===== src/rtl/mt_pkg.sv =====
package mt_pkg;

    localparam int unsigned ADDR_W = 6;

    typedef logic [ADDR_W-1:0] addr_t;

    localparam addr_t ADR_CNT  = 6'h10;
    localparam addr_t ADR_STAT = 6'h14;
    localparam addr_t ADR_ARM  = 6'h18;
    localparam addr_t ADR_IE   = 6'h1C;

    typedef struct packed {
        logic  we;
        addr_t addr;
    } bus_ctl_t;

    function automatic addr_t chan_addr(input int unsigned ch);
        return addr_t'(ch * 4);
    endfunction

endpackage


===== src/rtl/mt_counter.sv =====
module mt_counter #(
    parameter int unsigned W = 32
) (
    input  logic         clk,
    input  logic         rst,
    input  logic         tick,
    input  logic         ld,
    input  logic [W-1:0] ld_val,
    output logic [W-1:0] cnt,
    output logic         cmp_en
);
    assign cmp_en = tick & ~ld;

    always_ff @(posedge clk) begin
        if (rst)         cnt <= '0;
        else if (ld)     cnt <= ld_val;
        else if (tick)   cnt <= cnt + 1'b1;
    end

    p_wrap_r1: assert property (@(posedge clk) disable iff (rst)
        (cmp_en && cnt == {W{1'b1}}) |=> (cnt == '0));

    p_step_r1: assert property (@(posedge clk) disable iff (rst)
        (!tick && !ld) |=> $stable(cnt));

endmodule


===== src/rtl/mt_match_chan.sv =====
module mt_match_chan #(
    parameter int unsigned W = 32
) (
    input  logic         clk,
    input  logic         rst,
    input  logic         cmp_en,
    input  logic [W-1:0] cnt,
    input  logic         wr,
    input  logic [W-1:0] wdata,
    input  logic         clr,
    input  logic         ie,
    output logic [W-1:0] value,
    output logic         hit,
    output logic         status
);
    logic set;

    assign hit = cmp_en && (cnt == value);
    assign set = hit && ie;

    always_ff @(posedge clk) begin
        if (rst)     value <= '0;
        else if (wr) value <= wdata;
    end

    always_ff @(posedge clk) begin
        if (rst)      status <= 1'b0;
        else if (set) status <= 1'b1;
        else if (clr) status <= 1'b0;
    end

    p_set_r3: assert property (@(posedge clk) disable iff (rst)
        (hit && ie) |=> status);

    p_clear_r5: assert property (@(posedge clk) disable iff (rst)
        (clr && !hit) |=> !status);

    p_hold_r5: assert property (@(posedge clk) disable iff (rst)
        (status && !clr) |=> status);

    p_quiet_r4: assert property (@(posedge clk) disable iff (rst)
        (!ie && !status) |=> !status);

endmodule


===== src/rtl/mt_wdog.sv =====
module mt_wdog #(
    parameter int unsigned PULSE_LEN = 256
) (
    input  logic clk,
    input  logic rst,
    input  logic arm_set,
    input  logic trig,
    output logic armed,
    output logic pulse
);
    localparam int unsigned CW = $clog2(PULSE_LEN + 1);

    logic [CW-1:0] left;

    always_ff @(posedge clk) begin
        if (rst)          armed <= 1'b0;
        else if (arm_set) armed <= 1'b1;
    end

    always_ff @(posedge clk) begin
        if (rst)                          left <= '0;
        else if (left != '0)              left <= left - 1'b1;
        else if (trig && armed)           left <= CW'(PULSE_LEN);
    end

    assign pulse = (left != '0);

    p_sticky_r6: assert property (@(posedge clk) disable iff (rst)
        armed |=> armed);

    p_fire_r7: assert property (@(posedge clk) disable iff (rst)
        (trig && armed && !pulse) |=> pulse);

    p_cause_r7: assert property (@(posedge clk) disable iff (rst)
        $rose(pulse) |-> $past(trig && armed));

endmodule


===== src/rtl/match_timer.sv =====
module match_timer #(
    parameter int unsigned CNT_W     = 32,
    parameter int unsigned NUM_CH    = 4,
    parameter int unsigned WDOG_CH   = 3,
    parameter int unsigned PULSE_LEN = 256
) (
    input  logic                  clk,
    input  logic                  rst,
    input  logic                  tick,
    input  logic                  bus_we,
    input  logic [5:0]            bus_addr,
    input  logic [CNT_W-1:0]      bus_wdata,
    output logic [CNT_W-1:0]      bus_rdata,
    output logic [NUM_CH-1:0]     irq,
    output logic                  wdog_rst
);
    import mt_pkg::*;

    bus_ctl_t          ctl;
    logic [CNT_W-1:0]  cnt;
    logic              cmp_en;
    logic [NUM_CH-1:0] ie_q;
    logic [NUM_CH-1:0] hit;
    logic [NUM_CH-1:0] status;
    logic [CNT_W-1:0]  value [NUM_CH];
    logic              armed;

    assign ctl.we   = bus_we;
    assign ctl.addr = bus_addr;

    mt_counter #(.W(CNT_W)) u_cnt (
        .clk    (clk),
        .rst    (rst),
        .tick   (tick),
        .ld     (ctl.we && ctl.addr == ADR_CNT),
        .ld_val (bus_wdata),
        .cnt    (cnt),
        .cmp_en (cmp_en)
    );

    for (genvar g = 0; g < NUM_CH; g++) begin : g_ch
        mt_match_chan #(.W(CNT_W)) u_ch (
            .clk    (clk),
            .rst    (rst),
            .cmp_en (cmp_en),
            .cnt    (cnt),
            .wr     (ctl.we && ctl.addr == chan_addr(g)),
            .wdata  (bus_wdata),
            .clr    (ctl.we && ctl.addr == ADR_STAT && bus_wdata[g]),
            .ie     (ie_q[g]),
            .value  (value[g]),
            .hit    (hit[g]),
            .status (status[g])
        );
    end

    always_ff @(posedge clk) begin
        if (rst)                              ie_q <= '0;
        else if (ctl.we && ctl.addr == ADR_IE) ie_q <= bus_wdata[NUM_CH-1:0];
    end

    mt_wdog #(.PULSE_LEN(PULSE_LEN)) u_wd (
        .clk     (clk),
        .rst     (rst),
        .arm_set (ctl.we && ctl.addr == ADR_ARM && bus_wdata[0]),
        .trig    (hit[WDOG_CH]),
        .armed   (armed),
        .pulse   (wdog_rst)
    );

    assign irq = status;

    always_comb begin
        bus_rdata = '0;
        for (int unsigned c = 0; c < NUM_CH; c++)
            if (ctl.addr == chan_addr(c)) bus_rdata = value[c];
        case (ctl.addr)
            ADR_CNT:  bus_rdata = cnt;
            ADR_STAT: bus_rdata = CNT_W'(status);
            ADR_ARM:  bus_rdata = CNT_W'(armed);
            ADR_IE:   bus_rdata = CNT_W'(ie_q);
            default:  ;
        endcase
    end

    p_nocmp_r8: assert property (@(posedge clk) disable iff (rst)
        (bus_we && bus_addr == ADR_CNT) |-> (hit == '0));

endmodule


===== config.mk =====
export PLATFORM = sky130hd
export DESIGN_NAME = match_timer
export DESIGN_NICKNAME = d
export VERILOG_FILES = /design/src/rtl/mt_pkg.sv /design/src/rtl/mt_counter.sv /design/src/rtl/mt_match_chan.sv /design/src/rtl/mt_wdog.sv /design/src/rtl/match_timer.sv
export SDC_FILE = /design/constraint.sdc
export NUM_CORES = 1
export LEC_CHECK = 0
export CAP_MARGIN = 20
export CORE_ASPECT_RATIO = 1.1
export CORE_MARGIN = 5
export CORE_UTILIZATION = 52
export CTS_BUF_LIST = sky130_fd_sc_hd__clkbuf_16
export DETAILED_ROUTE_END_ITERATION = 8
export DONT_BUFFER_PORTS = 1
export PLACE_DENSITY = 0.8
export SYNTH_ARGS = -nofsm -noshare
export SYNTH_HDL_FRONTEND = slang
export SYNTH_HIERARCHICAL = 1
export SYNTH_SLANG_ARGS = --single-unit

===== constraint.sdc =====
create_clock -name clk -period 2.9 [get_ports clk]
set_input_delay 0.58 -clock clk [delete_from_list [all_inputs] [get_ports clk]]
set_output_delay 0.58 -clock clk [all_outputs]
set_load 0.005 [all_outputs]

==> results of run 1 <==
## how the worst max path moves through the flow
stage                               start                         end  slack, ns  depth (start not counted)
6_report        u_cnt/cnt[9]$_SDFFE_PP0P_  u_cnt/cnt[21]$_SDFFE_PP0P_       0.33                          4
5_1_grt        u_cnt/cnt[31]$_SDFFE_PP0P_   u_wd/left[8]$_SDFFE_PP0P_       0.21                          8
4_1_cts        u_cnt/cnt[31]$_SDFFE_PP0P_   u_wd/left[8]$_SDFFE_PP0P_       0.39                          8
3_5_place_dp                  bus_addr[4]   u_wd/left[8]$_SDFFE_PP0P_       0.30                         10
3_3_place_gp                  bus_addr[4]   u_wd/left[8]$_SDFFE_PP0P_       0.34                         10
2_1_floorplan                 bus_addr[4]   u_wd/left[8]$_SDFFE_PP0P_      0.007                         13
## per-stage QoR
| stage | setup WS [ns] | power (mW) | area (um2) | util [%] |
|---|---|---|---|---|
| global route | 0.215 | 5.60 | 11000 | 57.8 |
| detailed placement | 0.301 | 3.13 | 10400 | 54.6 |
| CTS | 0.389 | 5.44 | 11000 | 57.8 |
| global placement | 0.338 | 3.11 | 10400 | 54.6 |
| floorplan | 0.00689 | 3.03 | 10100 | - |
| finish | 0.335 | 5.43 | 11000 | 57.8 |
## where the power goes
part | internal, mW | switching [mW]
registers | 2.50 | 0.0643
clock network | 1.17 | 1.17
logic | 0.256 | 0.278
## flip-flops by register name (all words and copies together) (netlist names)
signal / count
g_ch.u_ch/status: 4
g_ch.u_ch/value: 128
ie_q: 4
u_cnt/cnt: 32
u_wd/armed: 1
u_wd/left: 9
## area by class of cell
cell class              instances  area share (%)
multi-input cells             781            55.7
flip-flops and latches        178            32.3
clock buffers                  17            3.86
repair buffers                 45            3.40
well taps                     247            2.80
clock inverters                15            1.62
inverters                      10           0.340
## critical path, delay by kind of cell, from the launching register on
| kind | cells | cell delay [ns] |
|---|---|---|
| and+or+nand+nor | 3 | 1.41 |
| AOI/OAI and AO/OA | 1 | 0.44 |
| DFF | 1 | 0.59 |
## cells in the final DEF (no fill, tap or decap), types with 24 or more instances in the layout
master and count:
nand3_1 26, nor2_1 161, xnor2_1 53, nand4_1 26, nand2_1 24, dfxtp_1 178, mux4_2 33, xor2_1 89
a22o_1 31, buf_4 42, mux2i_1 136
## metal layers
layer,share of wire [%],wire (um)
met5,0,0
met4,4.6,1400
met3,8.9,2720
met2,48,14600
met1,39,11900
==> results.md, run 1 <==
• 27.6% — total global-route track usage
• 35.2% — routing usage on met1
• 0.60 ns — Max stage delay on crit path
• 88.5% — Tcrit/Tclk final
• rst — startpoint of the tightest hold check path
• 9.50% — layout overhead on the synthesized area
• 143 um — horizontal die dimension
• 1613 — count of fill cells added during filler insertion
• 23.7 um — wire length per cell after detailed routing
• 9.68 um2 — mean cell area of the mapped netlist
• 22300 um2 — Die Outline Area
• 44.3% — met2 capacity usage during global routing
• u_cnt/cnt[9]$_SDFFE_PP0P_ — launch instance of the worst register-to-register path
• 6140 um2 — multi-input logic area
• 0.08 ns — clock slew at the register clock pins of the worst setup and hold paths
• 30600 um — drt total wl
• 4.22 nW — leakage dissipation
• 13.1% — share of layout cells above drive strength 1
• 19100 um2 — core region area
• 0 — total grt overflow
• 6.93% — fraction of met3 tracks used by global routing
• 0 — number of buffers added to fix hold violations after cts
• 156 um — chip height
• 3.22 ns — critical path required time
• clkbuf_16 — library cell used as clock root buffer
• 0.200 ns — final-layout worst hold slack
• or4_1 — slowest stage cell, crit path
• reg2reg — type of the setup path with the least slack
• 1077 — count of nets after finishing
• 0.33 ns — Register-to-Register Setup Slack
• 0 — Port Buffers
• 0 — final number of setup-violating endpoints
• met2 — busiest metal layer after global routing
• 178 — clk sink count
• 7993 — number of global-route vias before repair
• 17 — Inserted Clock Buffers
• 53 — number of rows created at floorplan
• 6 — synth warn
• 0 — total DRC errors in the routed layout
• 1293 — non-filler cells, final
• 0 — Ant. Diodes
• 0 — final hold violations
• 2.88 ns — WP data arrival
• register — nature of the critical path endpoint
• 4 — Worst Reg-to-Reg Cells
• 1045 — first-iteration detailed-routing DRC count
• 1 — depth of the worst hold-timing path
• 79 — top-level port count
• no — unrepaired setup endpoints after global routing
• 0 ns — final sum of negative setup slack
• 52.8% — initial core utilization
• 0 — Max-Cap Viols
• and3_1, nand4_2, or4_1, a311oi_1 — critical-path cell list
• 184 — pin count of the biggest net entering global routing
• 2.57 ns — final period demand of the worst path
• 57.4% — Relative slew margins
• 0.639 ns — transition time of the tightest slew-check pin
• 0 — buffer count from post-CTS setup fixing
• in2reg — Hold Path Class
• 1261 — Placed Cells
• 8339 — routed via count
• 6.45 — routed vias/inst
• finished clean — run status
• 47600 um — first-pass GRT wire length
• u_wd/left[2]$_SDFFE_PP0P_ — Endpoint, Worst Hold
• 10100 um2 — post-synthesis instance area
• 0.45 ns — worst-skew pair later-pin latency
• 0 — post-detailed-route count of antenna-violating nets
• done — CTS tree
• 2 — Max clock buf depth
• 6 — TritonRoute pass-1 iters
• 0.969 — final weighted congestion in routability-driven placement
• 13 — critical-path maximum fanout
• 0 — initial antenna violation count
• 4 — number of H-tree branching levels
• 1085 — Net Count, Synth
• 390 MHz — upper clock frequency limit
• u_cnt/cnt[21]$_SDFFE_PP0P_ — reg2reg end
• 3560 um2 — register area
• 1041 — Cells after Synth
• 0.0107 ns — worst-case clock skew
• 0 — post-cts sizing count
• 0 — max-slew violation count
• 21100 um — placed wire-length estimate
• 492 nW/um2 — power per standard cell area
• register — sort of element at the start of the critical path
• 0.425 mV — Peak supply drop
(Power assumes the default switching activity.)
==> inputs of run 2 (changes only) <==
--- a/config.mk
+++ b/config.mk
@@ -6,7 +6,7 @@
 export NUM_CORES = 1
 export LEC_CHECK = 0
 export CAP_MARGIN = 20
-export CORE_ASPECT_RATIO = 1.1
+export CORE_ASPECT_RATIO = 0.75
 export CORE_MARGIN = 5
 export CORE_UTILIZATION = 52
 export CTS_BUF_LIST = sky130_fd_sc_hd__clkbuf_16
==> run 2 against run 1 <==
Effect of this change: largest cell class unchanged; critical path depth is 4 higher; critical endpoint is now u_wd/left[8]$_SDFFE_PP0P_; critical path type unchanged; via count is 1.7% higher; highest routed layer unchanged; non-clock buffer count is the same; combinational power grew 2%; die area is 0.12% higher; cell count is 0.46% higher; first-iteration DRC count up 34%; maximum frequency shrank 2.9%; utilization decreased by 0.63 points; clock power down 5%; setup slack lost 0.076 ns.
==> results.md, run 2 (synthesis results as in run 1) <==
• done — CTS tree
• 6.53 — routed vias/inst, +1.3%
• 39.2% — routing usage on met1, +4.1 points
• 171 um — horizontal die dimension, +20%
• 0.965 — final weighted congestion in routability-driven placement, -0.48%
• 0 — final hold violations, unchanged
• 30200 um — drt total wl, -1.4%
• 0.373 mV — Peak supply drop, -12%
• 0 — total DRC errors in the routed layout, unchanged
• 379 MHz — upper clock frequency limit, -2.9%
• 0 — Ant. Diodes, unchanged
• 8.96% — layout overhead on the synthesized area
• in2reg — Hold Path Class
• 0 — buffer count from post-CTS setup fixing, unchanged
• 1397 — first-iteration detailed-routing DRC count, +34%
• u_cnt/cnt[20]$_SDFFE_PP0P_ — launch instance of the worst register-to-register path
• 184 — pin count of the biggest net entering global routing, unchanged
• 2.64 ns — final period demand of the worst path, +0.0758 ns
• register — nature of the critical path endpoint
• 11 — critical-path maximum fanout, -2
• 1077 — count of nets after finishing, unchanged
• 0 — final number of setup-violating endpoints, unchanged
• 12.8% — share of layout cells above drive strength 1, -0.29 points
• 17 — Inserted Clock Buffers, unchanged
• 0 — number of buffers added to fix hold violations after cts, unchanged
• 52.4% — initial core utilization, -0.32 points
• 8 — Worst Reg-to-Reg Cells, +4
• 22300 um2 — Die Outline Area, +0.12%
• 8.36% — fraction of met3 tracks used by global routing, +1.4 points
• 0.08 ns — clock slew at the register clock pins of the worst setup and hold paths, about the same
• g_ch.u_ch/value — Biggest register
• 0 — total grt overflow, unchanged
• 10.3% — power share of the combinational group, +0.5 points
• 486 nW/um2 — power per standard cell area, -1.4%
• 0.635 ns — transition time of the tightest slew-check pin, -0.00360 ns
• 44 — number of rows created at floorplan, -17%
• dfxtp_1, nor2_1, mux2i_1 — commonest non-fill, non-tap cells in the layout
• 1.39 mW — net switching power, -8.2%
• 57.6% — Relative slew margins, +0.19 points
• 128 — max reg flops, unchanged
• 26.1% — sw frac, -1.8 points
• 23.2 um — wire length per cell after detailed routing, -1.9%
• u_wd/left[8]$_SDFFE_PP0P_ — worst setup path end
• 91.1% — Tcrit/Tclk final, +2.6 points
• 0 — Max-Cap Viols, unchanged
• 19200 um2 — core region area, +0.60%
• 0 — post-cts sizing count, unchanged
• 8029 — number of global-route vias before repair, +0.45%
• 4.19 nW — leakage dissipation, -0.66%
• 8483 — routed via count, +1.7%
• 11000 um2 — summed area of non-filler cells in the final layout, -0.49%
• 0 — max-slew violation count, unchanged
• 3.02 ns — WP data arrival, +0.14 ns
• 4 — number of H-tree branching levels, unchanged
• 41.7% — portion of total power attributed to the clock network, -1.4 points
• 1656 — count of fill cells added during filler insertion, +2.7%
• 0 — initial antenna violation count, unchanged
• u_wd/left[8]$_SDFFE_PP0P_ — reg2reg end
• 0 — Port Buffers, unchanged
• 0.0120 ns — worst-case clock skew, +0.00134 ns
• met2 — busiest metal layer after global routing
• 21000 um — placed wire-length estimate, -0.63%
• g_ch.u_ch/value (128), u_cnt/cnt (32), u_wd/left (9) — Top Registers
• 27.3% — total global-route track usage, -0.32 points
• 40.1% — met2 capacity usage during global routing, -4.1 points
• clkbuf_16 — library cell used as clock root buffer
• 0.26 ns — Register-to-Register Setup Slack, -0.08 ns
• 0.44 ns — worst-skew pair later-pin latency, about the same
• reg2reg — type of the setup path with the least slack
• 3.27 ns — critical path required time, +0.05 ns
• 48.0% — power share of the sequential group, +0.9 points
• dfxtp_1 — leading cell type in the layout, fill and taps excluded
• 0 — post-detailed-route count of antenna-violating nets, unchanged
• no — unrepaired setup endpoints after global routing
• u_cnt/cnt[20]$_SDFFE_PP0P_ — Worst setup startpoint
• 47200 um — first-pass GRT wire length, -0.87%
• finished clean — run status
• 0 ns — final sum of negative setup slack, unchanged
• 2 — Max clock buf depth, unchanged
• 131 um — chip height, -16%
• 3.94 mW — internal power, +0.55%
• 79 — top-level port count, unchanged
• 6 — TritonRoute pass-1 iters, unchanged
• 10400 um2 — Post-Place Cell Area, about the same
• 178 — clk sink count, unchanged
• register — sort of element at the start of the critical path
run 2: power groups by stage:
stage | Sequential, mW | Combinational, mW | Clock, mW
after detailed placement | 2.61 | 0.531 | 0
final | 2.56 | 0.547 | 2.23
after CTS | 2.56 | 0.533 | 2.25
after global placement | 2.61 | 0.515 | 0
after floorplan | 2.61 | 0.415 | 0
after global routing | 2.57 | 0.597 | 2.35
run 2: worst min path at each step:
| stage | startpoint | end | slack (ns) | cells after the start |
|---|---|---|---|---|
| floorplan | g_ch[0].u_ch/status$_SDFFE_PP0P_ | g_ch[0].u_ch/status$_SDFFE_PP0P_ | 0.45 | 2 |
| global placement | ie_q[2]$_SDFFE_PP0P_ | ie_q[2]$_SDFFE_PP0P_ | 0.47 | 2 |
| detailed placement | ie_q[3]$_SDFFE_PP0P_ | ie_q[3]$_SDFFE_PP0P_ | 0.48 | 2 |
| CTS | rst | u_wd/left[7]$_SDFFE_PP0P_ | 0.21 | 1 |
| global route | rst | g_ch[0].u_ch/value[27]$_SDFFE_PP0P_ | 0.19 | 1 |
| finish | rst | g_ch[1].u_ch/value[27]$_SDFFE_PP0P_ | 0.21 | 1 |
run 2: routing by layer:
layer	vias up	routed length (um)
met2	515	13000
li1	3773	-
met3	52	3930
met4	0	584
met1	4143	12700
met5	-	0
run 2: critical path, cell delays in order (launching register included):
cell	delay (ns)
dfxtp_1	0.56
xor2_1	0.12
nor4_1	0.35
nand4_1	0.28
or4_1	0.51
nor2_1	0.11
nand2_1	0.09
or4_1	0.41
a21oi_1	0.16
run 2: through the flow:
step | total power, mW | hold slack (ns) | utilization, % | instances | setup WS [ns]
6_report | 5.33 | 0.207 | 57.2 | 1299 | 0.259
3_5_place_dp | 3.14 | 0.480 | 54.3 | 1267 | 0.299
4_1_cts | 5.34 | 0.208 | 57.2 | 1299 | 0.295
2_1_floorplan | 3.03 | 0.452 | - | 1041 | 0.00689
3_3_place_gp | 3.12 | 0.474 | 54.3 | 1267 | 0.344
5_1_grt | 5.52 | 0.186 | 57.2 | 1299 | 0.0719
run 2: layout make-up:
cell class | count | area, um2 | area share (%)
multi-input cells | 781 | 6140 | 56.0
flip-flops and latches | 178 | 3560 | 32.5
clock buffers | 17 | 425 | 3.87
repair buffers | 45 | 363 | 3.30
well taps | 253 | 317 | 2.88
clock inverters | 15 | 130 | 1.19
inverters | 10 | 37.5 | 0.342
==> inputs of run 3 (changes only) <==
--- a/config.mk
+++ b/config.mk
@@ -9,7 +9,7 @@
 export CORE_ASPECT_RATIO = 0.75
 export CORE_MARGIN = 5
 export CORE_UTILIZATION = 52
-export CTS_BUF_LIST = sky130_fd_sc_hd__clkbuf_16
+export CTS_BUF_LIST = sky130_fd_sc_hd__clkbuf_8
 export DETAILED_ROUTE_END_ITERATION = 8
 export DONT_BUFFER_PORTS = 1
 export PLACE_DENSITY = 0.8
==> run 3 against run 2 <==
Effect of this change: design area decreased by 1.5%; sequential share of layout area rose by 0.48 points; sequential power about the same; maximum frequency decreased by 2.7%; count of clock-buffer cells in the layout increased by 3; utilization shrank 0.84 points; power decreased by 9.3%; combinational power barely moved; via count fell by 0.29%; sequential cell count unchanged.
==> results.md, run 3 (synthesis results as in run 1) <==
• finished clean — run status
• or4_1 — cell with the most instances on the worst path
• 27.3% — total global-route track usage, -0.079 points
• 7.36% — layout overhead on the synthesized area
• 10400 um2 — Post-Place Cell Area, unchanged
• 10800 um2 — summed area of non-filler cells in the final layout, -1.5%
• 52.7% — Relative slew margins, -4.9 points
• dfxtp_1 — leading cell type in the layout, fill and taps excluded
• 0 — buffer count from post-CTS setup fixing, unchanged
• 184 — pin count of the biggest net entering global routing, unchanged
• 0 — Ant. Diodes, unchanged
• simple AND/OR/NAND/NOR gates — family with the most delay on the worst path
• 1676 — count of fill cells added during filler insertion, +1.2%
• 0 — post-detailed-route count of antenna-violating nets, unchanged
• 22300 um2 — Die Outline Area, unchanged
• 0 — post-cts sizing count, unchanged
• 171 um — horizontal die dimension, unchanged
• 0 ns — final sum of negative setup slack, unchanged
• 0.11 ns — clock slew at the register clock pins of the worst setup and hold paths, +0.03 ns
• 0.702 ns — transition time of the tightest slew-check pin, +0.0675 ns
• 131 um — chip height, unchanged
• xor2_1, nor4_1, nand4_1, or4_1, nor2_1, nand2_1, or4_1, a21oi_1 — critical-path cell list
• 17 — Inserted Clock Buffers, unchanged
• 30100 um — drt total wl, -0.26%
• g_ch.u_ch/value (128), u_cnt/cnt (32), u_wd/left (9) — Top Registers
• 56.3% — Core Util, Final, -0.84 points
• 0 — final hold violations, unchanged
• 2 — Max clock buf depth, unchanged
• 2.72 ns — final period demand of the worst path, +0.0745 ns
• 0 — number of buffers added to fix hold violations after cts, unchanged
• g_ch.u_ch/value — Biggest register
• 52.4% — initial core utilization, unchanged
• 8458 — routed via count, -0.29%
• 47100 um — first-pass GRT wire length, -0.21%
• reg2reg — type of the setup path with the least slack
• 0 — final number of setup-violating endpoints, unchanged
• 6.51 — routed vias/inst, -0.29%
• 11 — critical-path maximum fanout, unchanged
• 4.12 nW — leakage dissipation, -1.7%
• 93.6% — Tcrit/Tclk final, +2.6 points
• 44 — number of rows created at floorplan, unchanged
• 0.965 — final weighted congestion in routability-driven placement, unchanged
• 13.1% — share of layout cells above drive strength 1, +0.29 points
• 7984 — number of global-route vias before repair, -0.56%
• clkbuf_8 — library cell used as clock root buffer
• 0 — max-slew violation count, unchanged
• 178 — clk sink count, unchanged
• 0.49 ns — worst-skew pair later-pin latency, +0.05 ns
• 3.33 ns — critical path required time, +0.06 ns
• 0 — total grt overflow, unchanged
• dfxtp_1, nor2_1, mux2i_1 — commonest non-fill, non-tap cells in the layout
• 0.278 mV — Peak supply drop, -25%
• 1077 — count of nets after finishing, unchanged
• register — sort of element at the start of the critical path
• done — CTS tree
• 128 — max reg flops, unchanged
• 0 — initial antenna violation count, unchanged
• 4.83 mW — power consumption, -9.3%
• 19200 um2 — core region area, unchanged
• 0 — Port Buffers, unchanged
• 0 — total DRC errors in the routed layout, unchanged
• 23.2 um — wire length per cell after detailed routing, -0.26%
• 0.56 ns — Max stage delay on crit path, about the same
• 368 MHz — upper clock frequency limit, -2.7%
• 0.0198 ns — worst-case clock skew, +0.00779 ns
• 0 — Max-Cap Viols, unchanged
• 0 — sum of buffers and inverters on the critical path, unchanged
• 0.157 ns — final-layout worst hold slack, -0.0501 ns
• in2reg — Hold Path Class
• 21000 um — placed wire-length estimate, unchanged
• 79 — top-level port count, unchanged
• 4 — number of H-tree branching levels, unchanged
• register — nature of the critical path endpoint
• 3.14 ns — WP data arrival, +0.12 ns
• 1385 — first-iteration detailed-routing DRC count, -0.86%
• 6 — TritonRoute pass-1 iters, unchanged
• 447 nW/um2 — power per standard cell area, -8.0%
• no — unrepaired setup endpoints after global routing
• dfxtp_1 — slowest stage cell, crit path
==> run 3: cell count changes in the layout (fill, tap and decap cells not counted), sizes merged <==
cell	previous run	this run
clkbuf	17	20
clkinv	7	4
==> run 3: power by group <==
part	internal (mW)	switching, mW	total (mW)
Sequential	2.50	0.0618	2.56
Combinational	0.255	0.292	0.548
Clock	0.764	0.964	1.73
Total	3.52	1.32	4.83
==> run 3: area by class of cell <==
class | count | area (um2) | share of cell area, %
well taps | 253 | 317 | 2.93
clock buffers | 20 | 275 | 2.54
repair buffers | 45 | 363 | 3.35
multi-input cells | 781 | 6140 | 56.8
clock inverters | 12 | 119 | 1.10
flip-flops and latches | 178 | 3560 | 32.9
inverters | 10 | 37.5 | 0.347
==> run 3: worst paths after layout <==
check / startpoint / to / slack [ns] / cells after the start
setup / recovery: u_cnt/cnt[20]$_SDFFE_PP0P_ / u_wd/left[8]$_SDFFE_PP0P_ / 0.18 / 8
hold / removal: rst / g_ch[1].u_ch/value[27]$_SDFFE_PP0P_ / 0.16 / 1
hold reg to reg: ie_q[2]$_SDFFE_PP0P_ / ie_q[2]$_SDFFE_PP0P_ / 0.50 / 2
setup reg to reg: u_cnt/cnt[20]$_SDFFE_PP0P_ / u_wd/left[8]$_SDFFE_PP0P_ / 0.18 / 8
==> run 3: metrics by stage <==
step / instances / setup slack, ns
global placement: 1267 / 0.344
detailed placement: 1267 / 0.299
CTS: 1299 / 0.299
global route: 1299 / 0.0434
finish: 1299 / 0.184
floorplan: 1041 / 0.00689
==> run 3: per-layer routing <==
layer / GRT usage (%) / vias to the layer above / share of wire, %
li1: - / 3767 / -
met1: 39.4 / 4138 / 43
met2: 39.6 / 492 / 42
met3: 7.64 / 61 / 12
met4: 8.45 / 0 / 2.4
met5: 0 / - / 0
